==> src/rtl/demosaic_pkg.sv <==
package demosaic_pkg;
  localparam int PIX_W = 8;

  typedef logic [PIX_W-1:0] pix_t;
  // [row][col]; row 0 is the oldest line, col 0 the oldest column
  typedef pix_t [2:0][2:0] win_t;

  // encoding is {col odd, row odd}
  typedef enum logic [1:0] {
    PH_G1 = 2'b00,
    PH_B  = 2'b01,
    PH_R  = 2'b10,
    PH_G2 = 2'b11
  } phase_e;
endpackage

==> src/rtl/demosaic_linebuf.sv <==
module demosaic_linebuf
  import demosaic_pkg::*;
#(
  parameter int DEPTH = 64,
  parameter int AW    = $clog2(DEPTH)
) (
  input  logic          clk_i,
  input  logic          we_i,
  input  logic [AW-1:0] addr_i,
  input  pix_t          din_i,
  output pix_t          dout_o
);
  pix_t mem_q [DEPTH];

  always_ff @(posedge clk_i) begin
    if (we_i) mem_q[addr_i] <= din_i;
  end

  // read returns the sample stored one line earlier at this column
  assign dout_o = mem_q[addr_i];
endmodule

==> src/rtl/demosaic_window.sv <==
module demosaic_window
  import demosaic_pkg::*;
#(
  parameter int IMG_W = 64,
  parameter int ROW_W = 6,
  parameter int COL_W = 6
) (
  input  logic             clk_i,
  input  logic             rst_ni,
  input  logic             pix_valid_i,
  input  pix_t             pix_i,
  input  logic [ROW_W-1:0] row_i,
  input  logic [COL_W-1:0] col_i,
  output logic             win_valid_o,
  output win_t             win_o,
  output phase_e           phase_o
);
  localparam int NLINES = 2;

  pix_t   tap [NLINES+1];
  win_t   win_q;
  logic   win_valid_q;
  phase_e phase_q;

  assign tap[0] = pix_i;

  for (genvar i = 0; i < NLINES; i++) begin : g_line
    demosaic_linebuf #(.DEPTH(IMG_W), .AW(COL_W)) u_lb (
      .clk_i (clk_i),
      .we_i  (pix_valid_i),
      .addr_i(col_i),
      .din_i (tap[i]),
      .dout_o(tap[i+1])
    );
  end

  always_ff @(posedge clk_i or negedge rst_ni) begin
    if (!rst_ni) begin
      win_q       <= '0;
      win_valid_q <= 1'b0;
      phase_q     <= PH_G1;
    end else begin
      win_valid_q <= pix_valid_i && (row_i >= 2) && (col_i >= 2);
      if (pix_valid_i) begin
        for (int r = 0; r < 3; r++) begin
          win_q[r][0] <= win_q[r][1];
          win_q[r][1] <= win_q[r][2];
          win_q[r][2] <= tap[2-r];
        end
        // centre sits one row up and one column left of the new sample
        phase_q <= phase_e'({~col_i[0], ~row_i[0]});
      end
    end
  end

  assign win_valid_o = win_valid_q;
  assign win_o       = win_q;
  assign phase_o     = phase_q;

  a_r4_edge_suppressed: assert property (@(posedge clk_i) disable iff (!rst_ni)
    (pix_valid_i && ((row_i < 2) || (col_i < 2))) |=> !win_valid_o);

  a_r10_idle_holds: assert property (@(posedge clk_i) disable iff (!rst_ni)
    !pix_valid_i |=> ($stable(win_o) && !win_valid_o));
endmodule

==> src/rtl/demosaic_avg.sv <==
module demosaic_avg
  import demosaic_pkg::*;
#(
  parameter int IMG_W = 64,
  parameter int IMG_H = 48,
  parameter int ROW_W = 6,
  parameter int COL_W = 6
) (
  input  logic             clk_i,
  input  logic             rst_ni,
  input  logic             frame_end_i,
  input  logic             win_valid_i,
  input  win_t             win_i,
  input  phase_e           phase_i,
  output logic             rgb_valid_o,
  output pix_t             red_o,
  output pix_t             green_o,
  output pix_t             blue_o,
  output logic [ROW_W-1:0] row_o,
  output logic [COL_W-1:0] col_o
);
  typedef logic [PIX_W:0]   sum1_t;
  typedef logic [PIX_W+1:0] sum2_t;

  localparam logic [COL_W-1:0] COL_LAST = COL_W'(IMG_W - 3);
  localparam logic [ROW_W-1:0] ROW_LAST = ROW_W'(IMG_H - 3);

  // stage 1: widened pair sums
  sum1_t  s1_h_q, s1_v_q, s1_dt_q, s1_db_q;
  pix_t   s1_c_q;
  phase_e s1_ph_q;
  logic   s1_valid_q;

  always_ff @(posedge clk_i or negedge rst_ni) begin
    if (!rst_ni) begin
      s1_h_q     <= '0;
      s1_v_q     <= '0;
      s1_dt_q    <= '0;
      s1_db_q    <= '0;
      s1_c_q     <= '0;
      s1_ph_q    <= PH_G1;
      s1_valid_q <= 1'b0;
    end else begin
      s1_valid_q <= win_valid_i;
      if (win_valid_i) begin
        s1_h_q  <= {1'b0, win_i[1][0]} + {1'b0, win_i[1][2]};
        s1_v_q  <= {1'b0, win_i[0][1]} + {1'b0, win_i[2][1]};
        s1_dt_q <= {1'b0, win_i[0][0]} + {1'b0, win_i[0][2]};
        s1_db_q <= {1'b0, win_i[2][0]} + {1'b0, win_i[2][2]};
        s1_c_q  <= win_i[1][1];
        s1_ph_q <= phase_i;
      end
    end
  end

  // stage 2: final sums, shift-divide, phase steering
  sum2_t cross_s, diag_s;
  pix_t  avg_h, avg_v, avg_x, avg_d;
  pix_t  r_d, g_d, b_d;

  always_comb begin
    cross_s = {1'b0, s1_h_q} + {1'b0, s1_v_q};
    diag_s  = {1'b0, s1_dt_q} + {1'b0, s1_db_q};
    avg_h   = s1_h_q[PIX_W:1];
    avg_v   = s1_v_q[PIX_W:1];
    avg_x   = cross_s[PIX_W+1:2];
    avg_d   = diag_s[PIX_W+1:2];
    unique case (s1_ph_q)
      PH_G1:   begin r_d = avg_h;  g_d = s1_c_q; b_d = avg_v;  end
      PH_G2:   begin r_d = avg_v;  g_d = s1_c_q; b_d = avg_h;  end
      PH_R:    begin r_d = s1_c_q; g_d = avg_x;  b_d = avg_d;  end
      default: begin r_d = avg_d;  g_d = avg_x;  b_d = s1_c_q; end
    endcase
  end

  logic [ROW_W-1:0] cnt_row_q;
  logic [COL_W-1:0] cnt_col_q;

  always_ff @(posedge clk_i or negedge rst_ni) begin
    if (!rst_ni) begin
      rgb_valid_o <= 1'b0;
      red_o       <= '0;
      green_o     <= '0;
      blue_o      <= '0;
      row_o       <= '0;
      col_o       <= '0;
      cnt_row_q   <= '0;
      cnt_col_q   <= '0;
    end else begin
      rgb_valid_o <= s1_valid_q;
      if (s1_valid_q) begin
        red_o   <= r_d;
        green_o <= g_d;
        blue_o  <= b_d;
        row_o   <= cnt_row_q;
        col_o   <= cnt_col_q;
      end
      if (frame_end_i) begin
        cnt_row_q <= '0;
        cnt_col_q <= '0;
      end else if (s1_valid_q) begin
        if (cnt_col_q == COL_LAST) begin
          cnt_col_q <= '0;
          cnt_row_q <= (cnt_row_q == ROW_LAST) ? '0 : cnt_row_q + 1'b1;
        end else begin
          cnt_col_q <= cnt_col_q + 1'b1;
        end
      end
    end
  end

  a_r2_red_pass: assert property (@(posedge clk_i) disable iff (!rst_ni)
    (s1_valid_q && s1_ph_q == PH_R) |=> (red_o == $past(s1_c_q)));

  a_r2_blue_pass: assert property (@(posedge clk_i) disable iff (!rst_ni)
    (s1_valid_q && s1_ph_q == PH_B) |=> (blue_o == $past(s1_c_q)));

  a_r2_green_pass: assert property (@(posedge clk_i) disable iff (!rst_ni)
    (s1_valid_q && (s1_ph_q == PH_G1 || s1_ph_q == PH_G2)) |=> (green_o == $past(s1_c_q)));

  a_r5_coord_range: assert property (@(posedge clk_i) disable iff (!rst_ni)
    rgb_valid_o |-> (row_o <= ROW_LAST && col_o <= COL_LAST));
endmodule

==> src/rtl/bayer_demosaic.sv <==
module bayer_demosaic
  import demosaic_pkg::*;
#(
  parameter int IMG_W = 64,
  parameter int IMG_H = 48,
  parameter int ROW_W = $clog2(IMG_H),
  parameter int COL_W = $clog2(IMG_W)
) (
  input  logic             clk_i,
  input  logic             rst_ni,
  input  logic             pix_valid_i,
  input  logic [7:0]       pix_i,
  input  logic [ROW_W-1:0] row_i,
  input  logic [COL_W-1:0] col_i,
  input  logic             frame_end_i,
  output logic             rgb_valid_o,
  output logic [7:0]       red_o,
  output logic [7:0]       green_o,
  output logic [7:0]       blue_o,
  output logic [ROW_W-1:0] row_o,
  output logic [COL_W-1:0] col_o
);
  logic   win_valid;
  win_t   win;
  phase_e phase;

  demosaic_window #(.IMG_W(IMG_W), .ROW_W(ROW_W), .COL_W(COL_W)) u_window (
    .clk_i      (clk_i),
    .rst_ni     (rst_ni),
    .pix_valid_i(pix_valid_i),
    .pix_i      (pix_i),
    .row_i      (row_i),
    .col_i      (col_i),
    .win_valid_o(win_valid),
    .win_o      (win),
    .phase_o    (phase)
  );

  demosaic_avg #(.IMG_W(IMG_W), .IMG_H(IMG_H), .ROW_W(ROW_W), .COL_W(COL_W)) u_avg (
    .clk_i      (clk_i),
    .rst_ni     (rst_ni),
    .frame_end_i(frame_end_i),
    .win_valid_i(win_valid),
    .win_i      (win),
    .phase_i    (phase),
    .rgb_valid_o(rgb_valid_o),
    .red_o      (red_o),
    .green_o    (green_o),
    .blue_o     (blue_o),
    .row_o      (row_o),
    .col_o      (col_o)
  );

  a_r6_latency: assert property (@(posedge clk_i) disable iff (!rst_ni)
    rgb_valid_o |-> $past(pix_valid_i, 3));

  a_r9_reset_quiet: assert property (@(posedge clk_i)
    !rst_ni |-> (!rgb_valid_o && red_o == '0 && green_o == '0 && blue_o == '0));
endmodule

==> config.mk <==
export PLATFORM = sky130hd
export DESIGN_NAME = bayer_demosaic
export DESIGN_NICKNAME = d
export VERILOG_FILES = /design/src/rtl/demosaic_pkg.sv /design/src/rtl/demosaic_linebuf.sv /design/src/rtl/demosaic_window.sv /design/src/rtl/demosaic_avg.sv /design/src/rtl/bayer_demosaic.sv
export SDC_FILE = /design/constraint.sdc
export NUM_CORES = 1
export LEC_CHECK = 0
export ABC_AREA = 1
export BUFFER_PORTS_ARGS = -buffer_cell sky130_fd_sc_hd__buf_2
export CORE_ASPECT_RATIO = 0.5
export CORE_MARGIN = 1
export CORE_UTILIZATION = 28
export CTS_BUF_LIST = sky130_fd_sc_hd__clkbuf_4 sky130_fd_sc_hd__clkbuf_8
export CTS_CLUSTER_DIAMETER = 50
export DETAILED_ROUTE_END_ITERATION = 8
export HOLD_SLACK_MARGIN = 0.06
export PLACE_DENSITY = 0.43
export SLEW_MARGIN = 20
export SYNTH_ARGS = -nofsm -noshare
export SYNTH_HDL_FRONTEND = slang
export SYNTH_SLANG_ARGS = --single-unit
==> constraint.sdc <==
create_clock -name clk_i -period 2.95 [get_ports clk_i]
set_clock_uncertainty 0.05 [all_clocks]
set_input_delay 0 -clock clk_i [delete_from_list [all_inputs] [get_ports clk_i]]
set_output_delay 0 -clock clk_i [all_outputs]
set_load 0.1 [all_outputs]
-- Yosys cells after proc, flatten, opt, wreduce, memory -nomap -nowiden
Memory sizes are Yosys's and may differ from the RTL's. A register that Yosys moved wholly into a read port is not among the register bits.
Cells that the tools add are included.
- bits of input ports: 24
- RAM bits: 1024
- flip-flop bits (word level): 163
- memories: 2
- word-level logic and storage cells: 63
- memories (name ; depth ; width ; rd ports ; clocked after Yosys merged registers in ; wr ports ; line ; RTL):
    u_window.g_line[0].u_lb.mem_q ; 64 ; 8 ; 1 ; 0 ; 1 ; demosaic_linebuf.sv:13 ; pix_t mem_q [DEPTH];
    u_window.g_line[1].u_lb.mem_q ; 64 ; 8 ; 1 ; 1 ; 1 ; demosaic_linebuf.sv:13 ;
- reductions and logical operators: 8
- mux-type cells: 12
- eq/ne operators: 4
- add/subtract/negate cells: 8
- magnitude comparators: 2
- bitwise gates (word level): 2
- operator list (operator ; count):
    case mux 8 bit (3 select lines) ; 2
    two-way mux 6 bit ; 7
    adder 8 x 8 -> 9 bit ; 4
    adder 9 x 9 -> 10 bit ; 2
    adder 6 x 1 -> 6 bit (second input constant) ; 2
    equality test 6 bit (second input constant) ; 2
    >= comparator 6 x 2 -> 1 bit (second input constant) ; 2
    two-way mux 8 bit ; 1
    equality test 2 bit (second input constant) ; 2
    nonzero test 2 bit ; 2
    logical AND 1 bit ; 2
    logical NOT 2 bit ; 1
    two-way mux 1 bit ; 2
    inverter 1 bit ; 2
    AND reduction 2 bit ; 1
    OR reduction 2 bit ; 1
    logical NOT 1 bit ; 1

-- Logic depth before layout (Yosys ltp)
- word-level depth: 5
- depth in mapped cells: 16

-- Modules after synthesis
Synthesis repeated with hierarchy kept, for this count alone.
- cell total of the unflattened synthesis: 5442
- area total of the unflattened synthesis: 52884.5 µm²
- modules (own cells, without submodules) (module ; cells an instance ; times used ; area an instance (µm²)):
    demosaic_linebuf ; 2159 ; 2 ; 21884.7
    demosaic_avg ; 826 ; 1 ; 6239.7
    demosaic_window ; 298 ; 1 ; 2875.3

-- Worst setup path after synthesis
OpenSTA, ideal clock, no wires.
- path kind: input-to-reg
- start: in col_i[0]
- end: mem u_window.g_line[0].u_lb.mem_q[0][0] in the netlist's numbering, enable pin
- arrival time: 2.536 ns
- stages on the path: 7
- required time: 2.470 ns
- slack: -0.066 ns
- library setup time: 0.430 ns
- path buffers: 4
- cell sequence: buf_2 > buf_4 > buf_2 > buf_2 > nor2_1 > inv_1 > nor4_1
- RTL lines (item ; line ; RTL):
    start, declared ; bayer_demosaic.sv:14 ; input logic [COL_W-1:0] col_i,
    end, declared ; demosaic_linebuf.sv:13 ;
No word-level cell before the write port.

-- Worst setup path in the final report
- start: in col_i[0]
- end: mem u_window.g_line[1].u_lb.mem_q[32][0] in the netlist's numbering (data pin)
- word-level cells in the longest chain between the ends: 1
- RTL lines (item ; line ; RTL):
    memory read (64 x 8 bit) ; n/a ;
    via u_window.g_line[0].u_lb.dout_o[0] ; demosaic_linebuf.sv:11 ; output pix_t dout_o
    end, declared ; demosaic_linebuf.sv:13 ;
The timed path passes the listed nets, and every way through them passes these cells.

==> run_results.csv <==
group,metric,value,unit
drt,first_pass_iters,5,
clock_network,cts_buffers,190,
worst_setup_path,cp.arrival,3.24,ns
timing,drv_slew,0,
die,row_count,110,
worst_setup_path,crit_slowest_cell,"dlygate4sd3_1",
die,core-area,181400,um^2
hold_path,hp-class,"in2reg",
drt,via_per_inst,4.634,
drt,drcViolationCount,0,
placed_design,gp_congestion,0.8211,
clock_network,clock-sinks,1195,
die,die_h,305.6,um
drt,num_vias,36930,
worst_setup_path,crit_required,3.56,ns
worst_setup_path,path_cells,"dlygate4sd3_1 > buf_8 > buf_12 > buf_12 > buf_4 > nand3_1 > nand2_1 > nor2_1 > nand2_1 > nand2_1 > nand2_1 > nor2_1 > nand2_2 > buf_4",
timing,holdWs,0.1516,ns
yosys,synth_cell_types,38,
placed_design,hpwl,99.92,mm
yosys,ys_seq_area_share,67.89,%
timing,grt_setup_unrepaired,"false",
timing,fin_crit_sh,89.11,%
worst_setup_path,ff2ff_path_depth,11,
global_routing,grt_pass1_vias,36420,
power_and_ir_drop,p_leak,25.84,nW
die,die_x,609.1,um
die,io_pins,61,
timing,final.setup.tns,0,ns
hold_path,hold_start,"pix_i[5]",
finish,syn_to_final_growth,16.68,%
yosys,synthCells,5162,
yosys,syn_avg_cell_area,9.996,um^2
worst_setup_path,crit_family,"buffers and inverters",
drt,wire_per_inst,20.93,um
global_routing,grt_max_degree,73,
worst_setup_path,reg2reg_slack,0.35,ns
hold_path,hold_end,"u_window.g_line[0].u_lb.mem_q[39][5]$_DFFE_PP_",
clock_network,cts_max_level,4,
timing,setup_viol_count_final,0,
clock_network,ctsHoldBuffers,31,
timing,hold_viol_final,0,
worst_setup_path,endpoint_kind,"flip-flop",
clock_network,clock_path_buffers,3,
finish,layout_commonest_cell,"nand2_1",
clock_network,cts_resized,0,
finish,layout.nets,5488,
yosys,synth-seq-cells,1195,
yosys,yosysWarnings,0,
power_and_ir_drop,ir_worst_vdd,0.4758,mV
global_routing,grt_remaining_overflow,0,
clock_network,cts_tree,"yes",
global_routing,antenna_found_initial,4,
timing,period_minus_slack,2.629,ns
clock_network,clk_latency,0.96,ns
global_routing,track_usage,17.80,%
timing,slew_headroom,25.75,%
drt,postRouteAntennaNets,0,
placed_design,numPortBuffers,60,
die,die_area,186100,um^2
yosys,syn_area,51600,um^2
finish,layout_common_cells,"nand2_1, edfxtp_1, nand3_1, clkbuf_8, nor2_1",
yosys,syn-num-nets,5246,
global_routing,grt_first_pass_wirelength,246.0,mm
worst_setup_path,critPathMaxStageDelay,0.56,ns
hold_path,holdPathStages,3,
worst_setup_path,r2r-end,"u_window.g_line[1].u_lb.mem_q[32][0]$_DFFE_PP_",
finish,layout-drive-gt1-share,11.05,%
worst_setup_path,path_max_fanout,26,
drt,wl,166.8,mm
worst_setup_path,worst-path-buf-inv,6,
status,status,"finished, final reports clean",
drt,drt_first_iter_violations,2986,
flow_run,drv_cap,0,
worst_setup_path,r2r-start,"u_window.g_line[0].u_lb.mem_q[48][0]$_DFFE_PP_",
timing,max_freq,0.3804,GHz
clock_network,cts_setup_buffers,0,
power_and_ir_drop,p_per_area,665.0,nW/um^2
worst_setup_path,start_kind,"input port",
worst_setup_path,critical_path_class,"in2reg",
finish,fin_util,33.19,%
clock_network,clkSlewWorstSetupHoldPaths,0.06,ns
timing,tightestPinTransition,1.114,ns
clock_network,root_buffer,"clkbuf_8",
die,start_util,28.45,%
worst_setup_path,critical_path.most_common_cell,"nand2_1",
finish,nFillCells,18560,
## report_power, final
group	internal, W	switching, W	total (W)
Sequential	0.0191	0.000415	0.0195
Combinational	0.00142	0.00422	0.00564
Clock	0.00785	0.00702	0.0149
Total	0.0284	0.0117	0.0400
## registers in the layout, indices dropped and copies added (netlist names), 6 cells and up
| name | cells |
|---|---|
| u_window.g_line.u_lb.mem_q | 1024 |
| u_window.win_o | 72 |
| u_avg.s1_db_q | 9 |
| u_avg.s1_dt_q | 9 |
| u_avg.s1_h_q | 9 |
| u_avg.s1_v_q | 9 |
| u_avg.blue_o | 8 |
| u_avg.green_o | 8 |
| u_avg.red_o | 8 |
| u_avg.s1_c_q | 8 |
| u_avg.cnt_col_q | 6 |
| u_avg.cnt_row_q | 6 |
| u_avg.col_o | 6 |
| u_avg.row_o | 6 |
## how the worst max path moves through the flow
stage / endpoint / slack (ns) / cells after the start / startpoint
after floorplan: u_window.g_line[0].u_lb.mem_q[0][0]$_DFFE_PP_ / 0.58 / 7 / col_i[0]
after global placement: u_window.g_line[1].u_lb.mem_q[32][0]$_DFFE_PP_ / 0.01 / 13 / col_i[0]
after detailed placement: u_window.g_line[1].u_lb.mem_q[34][0]$_DFFE_PP_ / 0.006 / 13 / col_i[0]
after CTS: u_window.g_line[1].u_lb.mem_q[33][0]$_DFFE_PP_ / 0.34 / 11 / u_window.g_line[0].u_lb.mem_q[48][0]$_DFFE_PP_
after global routing: u_window.win_o[18]$_DFFE_PN0P_ / 0.19 / 14 / col_i[4]
final: u_window.g_line[1].u_lb.mem_q[32][0]$_DFFE_PP_ / 0.32 / 14 / col_i[0]
## layout make-up
type | count | area (um^2) | area share, %
Antenna cell | 7 | 17.52 | 0.02910
Clock buffer | 263 | 3263 | 5.420
Clock inverter | 80 | 599.3 | 0.9955
Inverter | 118 | 456.7 | 0.7586
Multi-Input combinational cell | 3592 | 15030 | 24.97
Sequential cell | 1195 | 35030 | 58.18
Tap cell | 2408 | 3013 | 5.004
Timing Repair Buffer | 307 | 2793 | 4.639
## logic make-up (layout without fill, tap and decap cells)
logic type / Yosys count / count (layout) / synth area share [%]
adders and majority gates: 60 / 60 / 1.513
buffers and inverters: 375 / 768 / 3.097
xor gates and xnor gates: 16 / 16 / 0.2716
and+or+nand+nor: 3325 / 3325 / 25.18
muxes: 1 / 1 / 0.01940
AOI/OAI and AO/OA: 190 / 190 / 2.030
other: 0 / 7 / 0
DFF: 1195 / 1195 / 67.89
## metal layers
metal / vias to the layer above / wire, um / part of all wire [%] / global-route usage (%)
met2: 1030 / 75770 / 45 / 28.30
met1: 18180 / 77580 / 47 / 24.91
met4: 0 / 3466 / 2.1 / 5.112
met5: - / 0 / 0 / 0
met3: 223 / 9994 / 6.0 / 3.059
li1: 17500 / - / - / -
## synthesized netlist by cell type
master	count	area (um^2)
clkinv_1	1	3.750
clkbuf_1	105	394.1
mux2i_1	1	10.01
nand3b_1	1	7.510
or2_2	6	37.54
nand3_1	330	1652
xor2_1	7	61.31
o211ai_1	15	112.6
a41oi_1	1	8.760
buf_1	24	90.09
edfxtp_1	1024	30750
o21a_1	1	7.510
a31oi_1	3	18.77
ha_1	56	700.7
nand2_1	2760	10360
fa_1	4	80.08
nor2_1	202	758.2
a22o_1	1	8.760
buf_2	116	580.6
o21bai_1	1	7.510
dfrtp_1	171	4279
o21ai_2	1	8.760
nand4_1	11	68.82
nor3_1	5	25.02
buf_4	12	90.09
a31o_2	1	8.760
xnor2_1	9	78.83
a21boi_0	1	7.510
nor4_1	1	6.260
o21ai_0	86	430.4
nor3_2	6	60.06
nor2_2	2	12.51
inv_1	112	420.4
nor3b_1	1	7.510
a221oi_1	8	70.07
o22ai_1	2	12.51
a21oi_1	69	345.3
inv_2	5	18.77
## metrics by stage
stage	setup WS [ns]	instances	power, W	cell area, um^2
finish	0.3212	7970	0.04003	60200
global route	0.1945	7964	0.04172	60190
CTS	0.3418	7963	0.04052	60190
detailed placement	0.005910	7589	0.02552	56000
global placement	0.01436	7589	0.02546	56000
floorplan	0.5807	5162	0.02338	51610
## worst reg2reg max path, stage by stage (launching register included)
cell and delay (ns):
edfxtp_1 0.41, nand2_1 0.09, nand2_1 0.05, nand2_1 0.05
nand2_1 0.05, nand2_1 0.11, nand2_1 0.07, nand2_1 0.06
nand2_1 0.14, nor2_1 0.42, nand2_2 0.45, buf_4 0.35
No activity file was read; power rests on OpenSTA's default activity.
